## src/rtl/csa_pkg.sv

```systemverilog
package csa_pkg;

    // Default geometry of the stage; the top module exposes each as a parameter.
    localparam int unsigned DEF_CHUNK_W    = 64;
    localparam int unsigned DEF_MAX_CHUNKS = 8;
    localparam int unsigned DEF_IB_W       = 2;
    localparam int unsigned DEF_GUARD_W    = 8;

    typedef enum logic [1:0] {
        ST_IDLE = 2'd0,   // waiting for operands
        ST_RUN  = 2'd1,   // iterating over columns, low to high
        ST_HOLD = 2'd2    // result presented downstream
    } csa_state_e;

    // Working length: the longer of the two operands.
    function automatic int unsigned wider_len(int unsigned a, int unsigned b);
        return (a > b) ? a : b;
    endfunction

    // Output length: working length capped by the working precision (never below one).
    function automatic int unsigned clamp_len(int unsigned n, int unsigned wp);
        int unsigned lim;
        lim = (wp == 0) ? 1 : wp;
        return (n < lim) ? n : lim;
    endfunction

endpackage

```

## src/rtl/csa_opbuf.sv

```systemverilog
// Input synchronisation buffer for one operand: header, integer bits, guard
// bits and the chunk memory. Presents one aligned 64-bit column per slot.
module csa_opbuf #(
    parameter int unsigned CHUNK_W    = 64,
    parameter int unsigned MAX_CHUNKS = 8,
    parameter int unsigned IB_W       = 2,
    parameter int unsigned GUARD_W    = 8,
    parameter int unsigned LEN_W      = 4
) (
    input  logic                          clk,
    input  logic                          rst,
    input  logic                          load,
    input  logic [LEN_W-1:0]              ld_len,
    input  logic [IB_W-1:0]               ld_ib,
    input  logic [GUARD_W-1:0]            ld_guard,
    input  logic [CHUNK_W*MAX_CHUNKS-1:0] ld_mant,
    input  logic [LEN_W-1:0]              slot,
    output logic [CHUNK_W-1:0]            col,
    output logic [IB_W-1:0]               ib
);
    localparam int unsigned PAD_W = CHUNK_W - GUARD_W;

    logic [LEN_W-1:0]   len_q;
    logic [IB_W-1:0]    ib_q;
    logic [GUARD_W-1:0] guard_q;
    logic [CHUNK_W-1:0] mem_q [MAX_CHUNKS];

    always_ff @(posedge clk) begin
        if (rst) begin
            len_q   <= '0;
            ib_q    <= '0;
            guard_q <= '0;
            for (int k = 0; k < int'(MAX_CHUNKS); k++) mem_q[k] <= '0;
        end else if (load) begin
            len_q   <= ld_len;
            ib_q    <= ld_ib;
            guard_q <= ld_guard;
            for (int k = 0; k < int'(MAX_CHUNKS); k++)
                mem_q[k] <= ld_mant[k*CHUNK_W +: CHUNK_W];
        end
    end

    // Column at a slot: a used chunk, the guard field just below the last
    // used chunk, or zero.
    always_comb begin
        col = '0;
        for (int k = 0; k < int'(MAX_CHUNKS); k++) begin
            if ((LEN_W'(k) == slot) && (LEN_W'(k) < len_q)) col = mem_q[k];
        end
        if (slot == len_q) col = {guard_q, {PAD_W{1'b0}}};
    end

    assign ib = ib_q;

endmodule

```

## src/rtl/csa_colsum.sv

```systemverilog
// One column of the serial adder: a + b (or a + ~b) with carry in and out.
module csa_colsum #(
    parameter int unsigned W = 64
) (
    input  logic [W-1:0] a,
    input  logic [W-1:0] b,
    input  logic         cin,
    input  logic         sub,
    output logic [W-1:0] sum,
    output logic         cout
);
    logic [W:0] wide;

    always_comb begin
        wide = {1'b0, a} + {1'b0, (sub ? ~b : b)} + {{W{1'b0}}, cin};
        sum  = wide[W-1:0];
        cout = wide[W];
    end

endmodule

```

## src/rtl/csa_resbuf.sv

```systemverilog
// Output buffer holding the kept result chunks; cleared when a new operation
// is accepted so that chunks beyond the clamped length read as zero.
module csa_resbuf #(
    parameter int unsigned CHUNK_W    = 64,
    parameter int unsigned MAX_CHUNKS = 8,
    parameter int unsigned LEN_W      = 4
) (
    input  logic                          clk,
    input  logic                          rst,
    input  logic                          clear,
    input  logic                          we,
    input  logic [LEN_W-1:0]              slot,
    input  logic [CHUNK_W-1:0]            data,
    output logic [CHUNK_W*MAX_CHUNKS-1:0] flat
);
    logic [CHUNK_W-1:0] mem_q [MAX_CHUNKS];

    always_ff @(posedge clk) begin
        if (rst || clear) begin
            for (int k = 0; k < int'(MAX_CHUNKS); k++) mem_q[k] <= '0;
        end else if (we) begin
            for (int k = 0; k < int'(MAX_CHUNKS); k++)
                if (LEN_W'(k) == slot) mem_q[k] <= data;
        end
    end

    for (genvar g = 0; g < int'(MAX_CHUNKS); g++) begin : g_flat
        assign flat[g*CHUNK_W +: CHUNK_W] = mem_q[g];
    end

endmodule

```

## src/rtl/chunk_serial_adder.sv

```systemverilog
module chunk_serial_adder #(
    parameter int unsigned CHUNK_W    = csa_pkg::DEF_CHUNK_W,
    parameter int unsigned MAX_CHUNKS = csa_pkg::DEF_MAX_CHUNKS,
    parameter int unsigned IB_W       = csa_pkg::DEF_IB_W,
    parameter int unsigned GUARD_W    = csa_pkg::DEF_GUARD_W,
    localparam int unsigned LEN_W     = $clog2(MAX_CHUNKS + 1),
    localparam int unsigned MANT_W    = CHUNK_W * MAX_CHUNKS
) (
    input  logic               clk,
    input  logic               rst,
    input  logic               in_valid,
    output logic               in_ready,
    input  logic               in_sub,
    input  logic [LEN_W-1:0]   in_wp,
    input  logic [LEN_W-1:0]   in_len_a,
    input  logic [LEN_W-1:0]   in_len_b,
    input  logic [IB_W-1:0]    in_ib_a,
    input  logic [IB_W-1:0]    in_ib_b,
    input  logic [GUARD_W-1:0] in_guard_a,
    input  logic [GUARD_W-1:0] in_guard_b,
    input  logic [MANT_W-1:0]  in_mant_a,
    input  logic [MANT_W-1:0]  in_mant_b,
    output logic               out_valid,
    input  logic               out_ready,
    output logic [LEN_W-1:0]   out_len,
    output logic [IB_W-1:0]    out_ib,
    output logic [GUARD_W-1:0] out_guard,
    output logic               out_sticky,
    output logic [MANT_W-1:0]  out_mant
);
    import csa_pkg::*;

    localparam int unsigned LOW_W = CHUNK_W - GUARD_W;

    csa_state_e         state_q;
    logic [LEN_W-1:0]   slot_q;     // column being processed (n down to 0)
    logic [LEN_W-1:0]   lout_q;     // clamped output length
    logic               sub_q;
    logic               carry_q;
    logic [GUARD_W-1:0] guard_q;
    logic               sticky_q;
    logic [IB_W-1:0]    ib_q;

    logic               accept;
    logic [LEN_W-1:0]   n_in;
    logic [LEN_W-1:0]   lout_in;

    // Operand side arrays so both buffers come from one generate loop.
    logic [LEN_W-1:0]   op_len   [2];
    logic [IB_W-1:0]    op_ib_in [2];
    logic [GUARD_W-1:0] op_guard [2];
    logic [MANT_W-1:0]  op_mant  [2];
    logic [CHUNK_W-1:0] op_col   [2];
    logic [IB_W-1:0]    op_ib    [2];

    logic [CHUNK_W-1:0] col_sum;
    logic               col_cout;
    logic [IB_W-1:0]    ib_sum;
    logic               discard;
    logic               res_we;

    assign op_len[0]   = in_len_a;
    assign op_len[1]   = in_len_b;
    assign op_ib_in[0] = in_ib_a;
    assign op_ib_in[1] = in_ib_b;
    assign op_guard[0] = in_guard_a;
    assign op_guard[1] = in_guard_b;
    assign op_mant[0]  = in_mant_a;
    assign op_mant[1]  = in_mant_b;

    assign in_ready  = (state_q == ST_IDLE);
    assign out_valid = (state_q == ST_HOLD);
    assign accept    = in_valid && in_ready;

    assign n_in    = LEN_W'(wider_len(32'(in_len_a), 32'(in_len_b)));
    assign lout_in = LEN_W'(clamp_len(32'(n_in), 32'(in_wp)));

    for (genvar g = 0; g < 2; g++) begin : g_op
        csa_opbuf #(
            .CHUNK_W(CHUNK_W), .MAX_CHUNKS(MAX_CHUNKS), .IB_W(IB_W),
            .GUARD_W(GUARD_W), .LEN_W(LEN_W)
        ) buf_i (
            .clk      (clk),
            .rst      (rst),
            .load     (accept),
            .ld_len   (op_len[g]),
            .ld_ib    (op_ib_in[g]),
            .ld_guard (op_guard[g]),
            .ld_mant  (op_mant[g]),
            .slot     (slot_q),
            .col      (op_col[g]),
            .ib       (op_ib[g])
        );
    end

    csa_colsum #(.W(CHUNK_W)) sum_i (
        .a    (op_col[0]),
        .b    (op_col[1]),
        .cin  (carry_q),
        .sub  (sub_q),
        .sum  (col_sum),
        .cout (col_cout)
    );

    // Integer bits absorb the carry (or no-borrow) out of chunk 0.
    assign ib_sum  = op_ib[0] + (sub_q ? ~op_ib[1] : op_ib[1]) + IB_W'(col_cout);
    assign discard = (slot_q >= lout_q);
    assign res_we  = (state_q == ST_RUN) && !discard;

    csa_resbuf #(
        .CHUNK_W(CHUNK_W), .MAX_CHUNKS(MAX_CHUNKS), .LEN_W(LEN_W)
    ) res_i (
        .clk   (clk),
        .rst   (rst),
        .clear (accept),
        .we    (res_we),
        .slot  (slot_q),
        .data  (col_sum),
        .flat  (out_mant)
    );

    always_ff @(posedge clk) begin
        if (rst) begin
            state_q  <= ST_IDLE;
            slot_q   <= '0;
            lout_q   <= '0;
            sub_q    <= 1'b0;
            carry_q  <= 1'b0;
            guard_q  <= '0;
            sticky_q <= 1'b0;
            ib_q     <= '0;
        end else begin
            case (state_q)
                ST_IDLE: begin
                    if (in_valid) begin
                        sub_q    <= in_sub;
                        carry_q  <= in_sub;   // +1 completes the two's complement
                        slot_q   <= n_in;     // start at the guard column
                        lout_q   <= lout_in;
                        guard_q  <= '0;
                        sticky_q <= 1'b0;
                        state_q  <= ST_RUN;
                    end
                end
                ST_RUN: begin
                    carry_q <= col_cout;
                    if (discard) begin
                        sticky_q <= sticky_q | (|guard_q) | (|col_sum[LOW_W-1:0]);
                        guard_q  <= col_sum[CHUNK_W-1 -: GUARD_W];
                    end
                    if (slot_q == '0) begin
                        ib_q    <= ib_sum;
                        state_q <= ST_HOLD;
                    end else begin
                        slot_q <= slot_q - 1'b1;
                    end
                end
                ST_HOLD: begin
                    if (out_ready) state_q <= ST_IDLE;
                end
                default: state_q <= ST_IDLE;
            endcase
        end
    end

    assign out_len    = lout_q;
    assign out_ib     = ib_q;
    assign out_guard  = guard_q;
    assign out_sticky = sticky_q;

endmodule

```

## config.mk

```make
export PLATFORM = sky130hd
export DESIGN_NAME = chunk_serial_adder
export DESIGN_NICKNAME = d
export VERILOG_FILES = /design/src/rtl/csa_pkg.sv /design/src/rtl/csa_opbuf.sv /design/src/rtl/csa_colsum.sv /design/src/rtl/csa_resbuf.sv /design/src/rtl/chunk_serial_adder.sv
export SDC_FILE = /design/constraint.sdc
export NUM_CORES = 2
export LEC_CHECK = 0
export BUFFER_PORTS_ARGS = -buffer_cell sky130_fd_sc_hd__buf_4
export CORE_AREA = 2 2 617 619
export CTS_BUF_LIST = sky130_fd_sc_hd__clkbuf_2
export DETAILED_ROUTE_END_ITERATION = 10
export DIE_AREA = 0 0 619 621
export HOLD_SLACK_MARGIN = 0.02
export PLACE_DENSITY = 0.4
export SLEW_MARGIN = 30
export SYNTH_ARGS = -nofsm -noshare
export SYNTH_HDL_FRONTEND = slang
export SYNTH_SLANG_ARGS = --single-unit
```

## constraint.sdc

```tcl
create_clock -name clk -period 39.3 [get_ports clk]
set_clock_uncertainty 0.1 [all_clocks]
set_input_delay 1.965 -clock clk [delete_from_list [all_inputs] [get_ports clk]]
set_output_delay 1.965 -clock clk [all_outputs]
set_load 0.1 [all_outputs]
```

==> summary.txt <==
Pwr
  • Max VDD drop: between 30 and 40 uV
  • P_leak: ~41 nW
  • Pwr/cell area: between 50 and 60 mW/mm^2

CTS
  • # clock sinks: 1587
  • H-tree lvl count: 5
  • Total CTS buffers: ~450
  • Postcts setup bufs: 0
  • CTS Root Cell: clkbuf_2
  • TritonCTS clock tree: built
  • Longest Clk Path Bufs: 4
  • Worst skew pair latency: between 1500 and 2000 ps
  • Clock transition at the registers of the reported paths: 110 ps

Yosys
  • Count leader, synth: edfxtp_1
  • Mapped Area: 0.0705 sq mm
  • Mapped Cells: between 5000 and 6000
  • Distinct cells, synth: 74
  • Yosys top cell by area: edfxtp_1
  • Syn_nets: 6811
  • Asr flop ratio synth: 0
  • Syn avg cell area: roughly 12 sq um
  • Number of synthesized flops with an enable pin: 1536
  • YS warnings: 0
  • Mux cell area share after synthesis: 0.000906
  • Largest family of logic cells by synthesized area: simple AND/OR/NAND/NOR gates
  • Most frequent cells after synthesis: 1536 x edfxtp_1, 774 x and2_1, 589 x nor2_1
  • Synth top area share: 0.655
  • Compound-Gate Fraction of Synth Area: 0.107
  • Synth area leaders: edfxtp_1 65%, and2_1 6.9%, nor2_1 3.1%
  • XOR/XNOR Fraction of Synth Area: 0.0171
  • Post-synthesis adder-cell area fraction: 0.0147
  • Post-synth top flop: edfxtp_1
  • Post-synthesis simple-gate area fraction: 0.164
  • #FFs+latches synth: ~1600
  • Sequential-to-total area share from yosys stat: 0.669

Placement
  • Gpl congestion: ~0.88
  • DP Area: 0.0889 sq mm
  • PortBufs: 1589
  • DP HPWL: approximately 310000 microns
  • DP Cell Count: around 12000

Drt
  • Antenna-violating nets left: 1
  • DR vias/cell: about 4.3
  • DRC: 0
  • DRT Wirelength: around 400000 microns
  • Via count: roughly 60000
  • Iter 0 DRT Violations: between 4000 and 5000
  • Drt first pass iters: 6
  • Routed len/inst: between 20 and 30 microns

Final layout
  • Synthesis-to-finish area growth: 44.6%
  • Reg area: about 0.047 sq mm
  • Design area: around 0.1 sq mm
  • Finished Core Util: 0.270
  • Share of layout cells above drive strength 1: 0.296
  • Layout fillers: roughly 40000
  • Nets: between 9000 and 10000
  • Fin cells: between 10000 and 15000
  • Area of the multi-input gates: about 0.022 sq mm

Critical path
  • Top cell family by delay on the critical path: compound AO/OA/AOI/OAI gates
  • Slowest CP cell: a311oi_2
  • Critical path buffer and inverter count: 2
  • Reg2reg end: out_ib[1]
  • Critical Path End Type: flip-flop
  • Worst Path Max Fanout: 46
  • RR Startpoint: slot_q[2]
  • Crit-path max cell delay: ~1000 ps
  • Arr. time, crit path: ~11000 ps
  • Reg2Reg Depth: 26
  • Critical path required time: 40900 ps
  • Setup CP Type: reg -> reg
  • R2r setup slk: 30230 ps
  • Worst setup SP type: flip-flop

Timing
  • RSZ-0062 raised after global routing: false
  • Relative slew slack: 0.256
  • Setup TNS: 0 ps
  • Final hold violations: 0
  • Final period utilization: 0.231
  • Max Freq: around 110 MHz
  • Final min period: 9070 ps
  • Final Max Tran Viols: 0
  • # setup viols final: 0
  • Least-Margin Pin Slew: between 1000 and 1500 ps

Status
  • Outcome: finished with violations
  • Failing checks: antenna violations

Floorplan
  • Chip height: roughly 620 microns
  • I/O Pins: between 1500 and 2000
  • Std-Cell Core Area: between 0.3 and 0.4 sq mm
  • Placement Rows: around 230
  • Starting Density: 0.187
  • Total die area: between 0.3 and 0.4 sq mm
  • Chip Width: between 600 and 700 microns

GRT
  • Gr ovfl total: 0
  • Global Route Usage Sum: 0.201
  • Global-route wire length before repair: ~530000 microns
  • Vias in the first global route: 61419
  • Largest net degree at the start of global routing: roughly 180
  • Initial antenna violation count: roughly 180

Min path
  • Worst Hold End: g_op[0].buf_i.guard_q[0]
  • HP Class: in -> reg
  • Hold_sp: in_guard_a[0]
  • Hold Path Depth: 3

Run
  • Max_cap viols: 0
-- layout by cell type, fill, tap and decap left out, drive strengths merged, types with 251 or more instances in the layout --
cell and count:
buf 1716, edfxtp 1536, dlygate4sd3 861, and2 775, clkbuf 643, nor2 589, nand2 376, nor2b 263
a21oi 258, o211ai 251
-- what timing repair did --
item | 4_1_cts | 5_1_grt
endpoints found under the hold margin | 861 | 0
resized for setup | 0 | 0
hold buffers | 861 | 0
-- metrics by stage --
step	hold WS, ps	power, W	setup slack, ps
after detailed placement	351	0.00385	29850
after global routing	81.9	0.00536	29730
final	355	0.00513	30230
after floorplan	336	0.00325	6580
after CTS	20.3	0.00522	29850
after global placement	348	0.00385	29630
-- worst reg2reg max path, cell delays in order, from the launching register on --
cell      delay (ps)
dfxtp_1          430
nor2_2           620
nand2_1          450
nor3_4           460
buf_4            400
buf_4            630
a22oi_1          210
nor2_1           180
a21oi_1          150
o211ai_1         320
o211ai_1         230
a311oi_2        1040
ha_1             400
nand2_1          120
nor3_1           590
a21oi_2          210
o31ai_4          510
a311o_1          300
a41o_1           210
o21bai_1         130
nand2b_1         110
a21oi_1           90
fa_1             430
xnor2_1          190
xnor2_1          150
nand2_1           90
a21oi_1          180
-- registers in the layout, summed over array words and instances (netlist names) --
register,flops
g_op.buf_i.guard_q,16
slot_q,4
g_op.buf_i.ib,4
out_ib,2
g_op.buf_i.mem_q,1024
carry_q,1
out_sticky,1
sub_q,1
out_len,4
res_i.mem_q,512
out_guard,8
g_op.buf_i.len_q,8
state_q,2
-- routing by layer --
layer	GRT usage	wire, microns	vias to the layer above
li1	-	-	26091
met3	0.0362	21700	780
met2	0.359	204000	2460
met4	0.0799	16200	84
met5	0	537	-
met1	0.237	157000	29338
-- how the worst max path moves through the flow --
stage                     depth (start not counted)  startpoint                  end  slack [ps]
final                                            26   slot_q[2]            out_ib[1]       30230
after global routing                             21   slot_q[2]           out_sticky       29730
after CTS                                        20   slot_q[2]           out_sticky       29850
after detailed placement                         20   slot_q[2]           out_sticky       29850
after global placement                           23   slot_q[2]  res_i.mem_q[0][319]       29630
after floorplan                                   7    in_valid  res_i.mem_q[0][435]        6580
-- logic make-up after synthesis --
| logic type | count (synthesis) |
|---|---|
| AND/OR/NAND/NOR | 2250 |
| AO/OA/AOI/OAI | 1088 |
| adder cells (fa/ha/maj) | 81 |
| buffers and inverters | 520 |
| multiplexers | 6 |
| flip-flops | 1587 |
| XOR/XNOR | 137 |
-- where the power goes --
| part | leakage, nW | internal (W) | total [W] | switching, W |
|---|---|---|---|---|
| registers | 17.0 | 0.00209 | 0.00217 | 0.0000831 |
| clock network | 3.04 | 0.000479 | 0.00126 | 0.000785 |
| logic | 21.2 | 0.000424 | 0.00169 | 0.00127 |
| total | 41.2 | 0.00299 | 0.00513 | 0.00214 |
-- cell type report --
class,count,share of cell area
antenna,95,0.00233
timing repair buffer,2577,0.213
inverter,93,0.00350
sequential,1587,0.463
clock inverter,137,0.00750
clock buffer,643,0.0316
multi-input combinational,3562,0.218
tap,5016,0.0616
(Power assumes the default switching activity.)
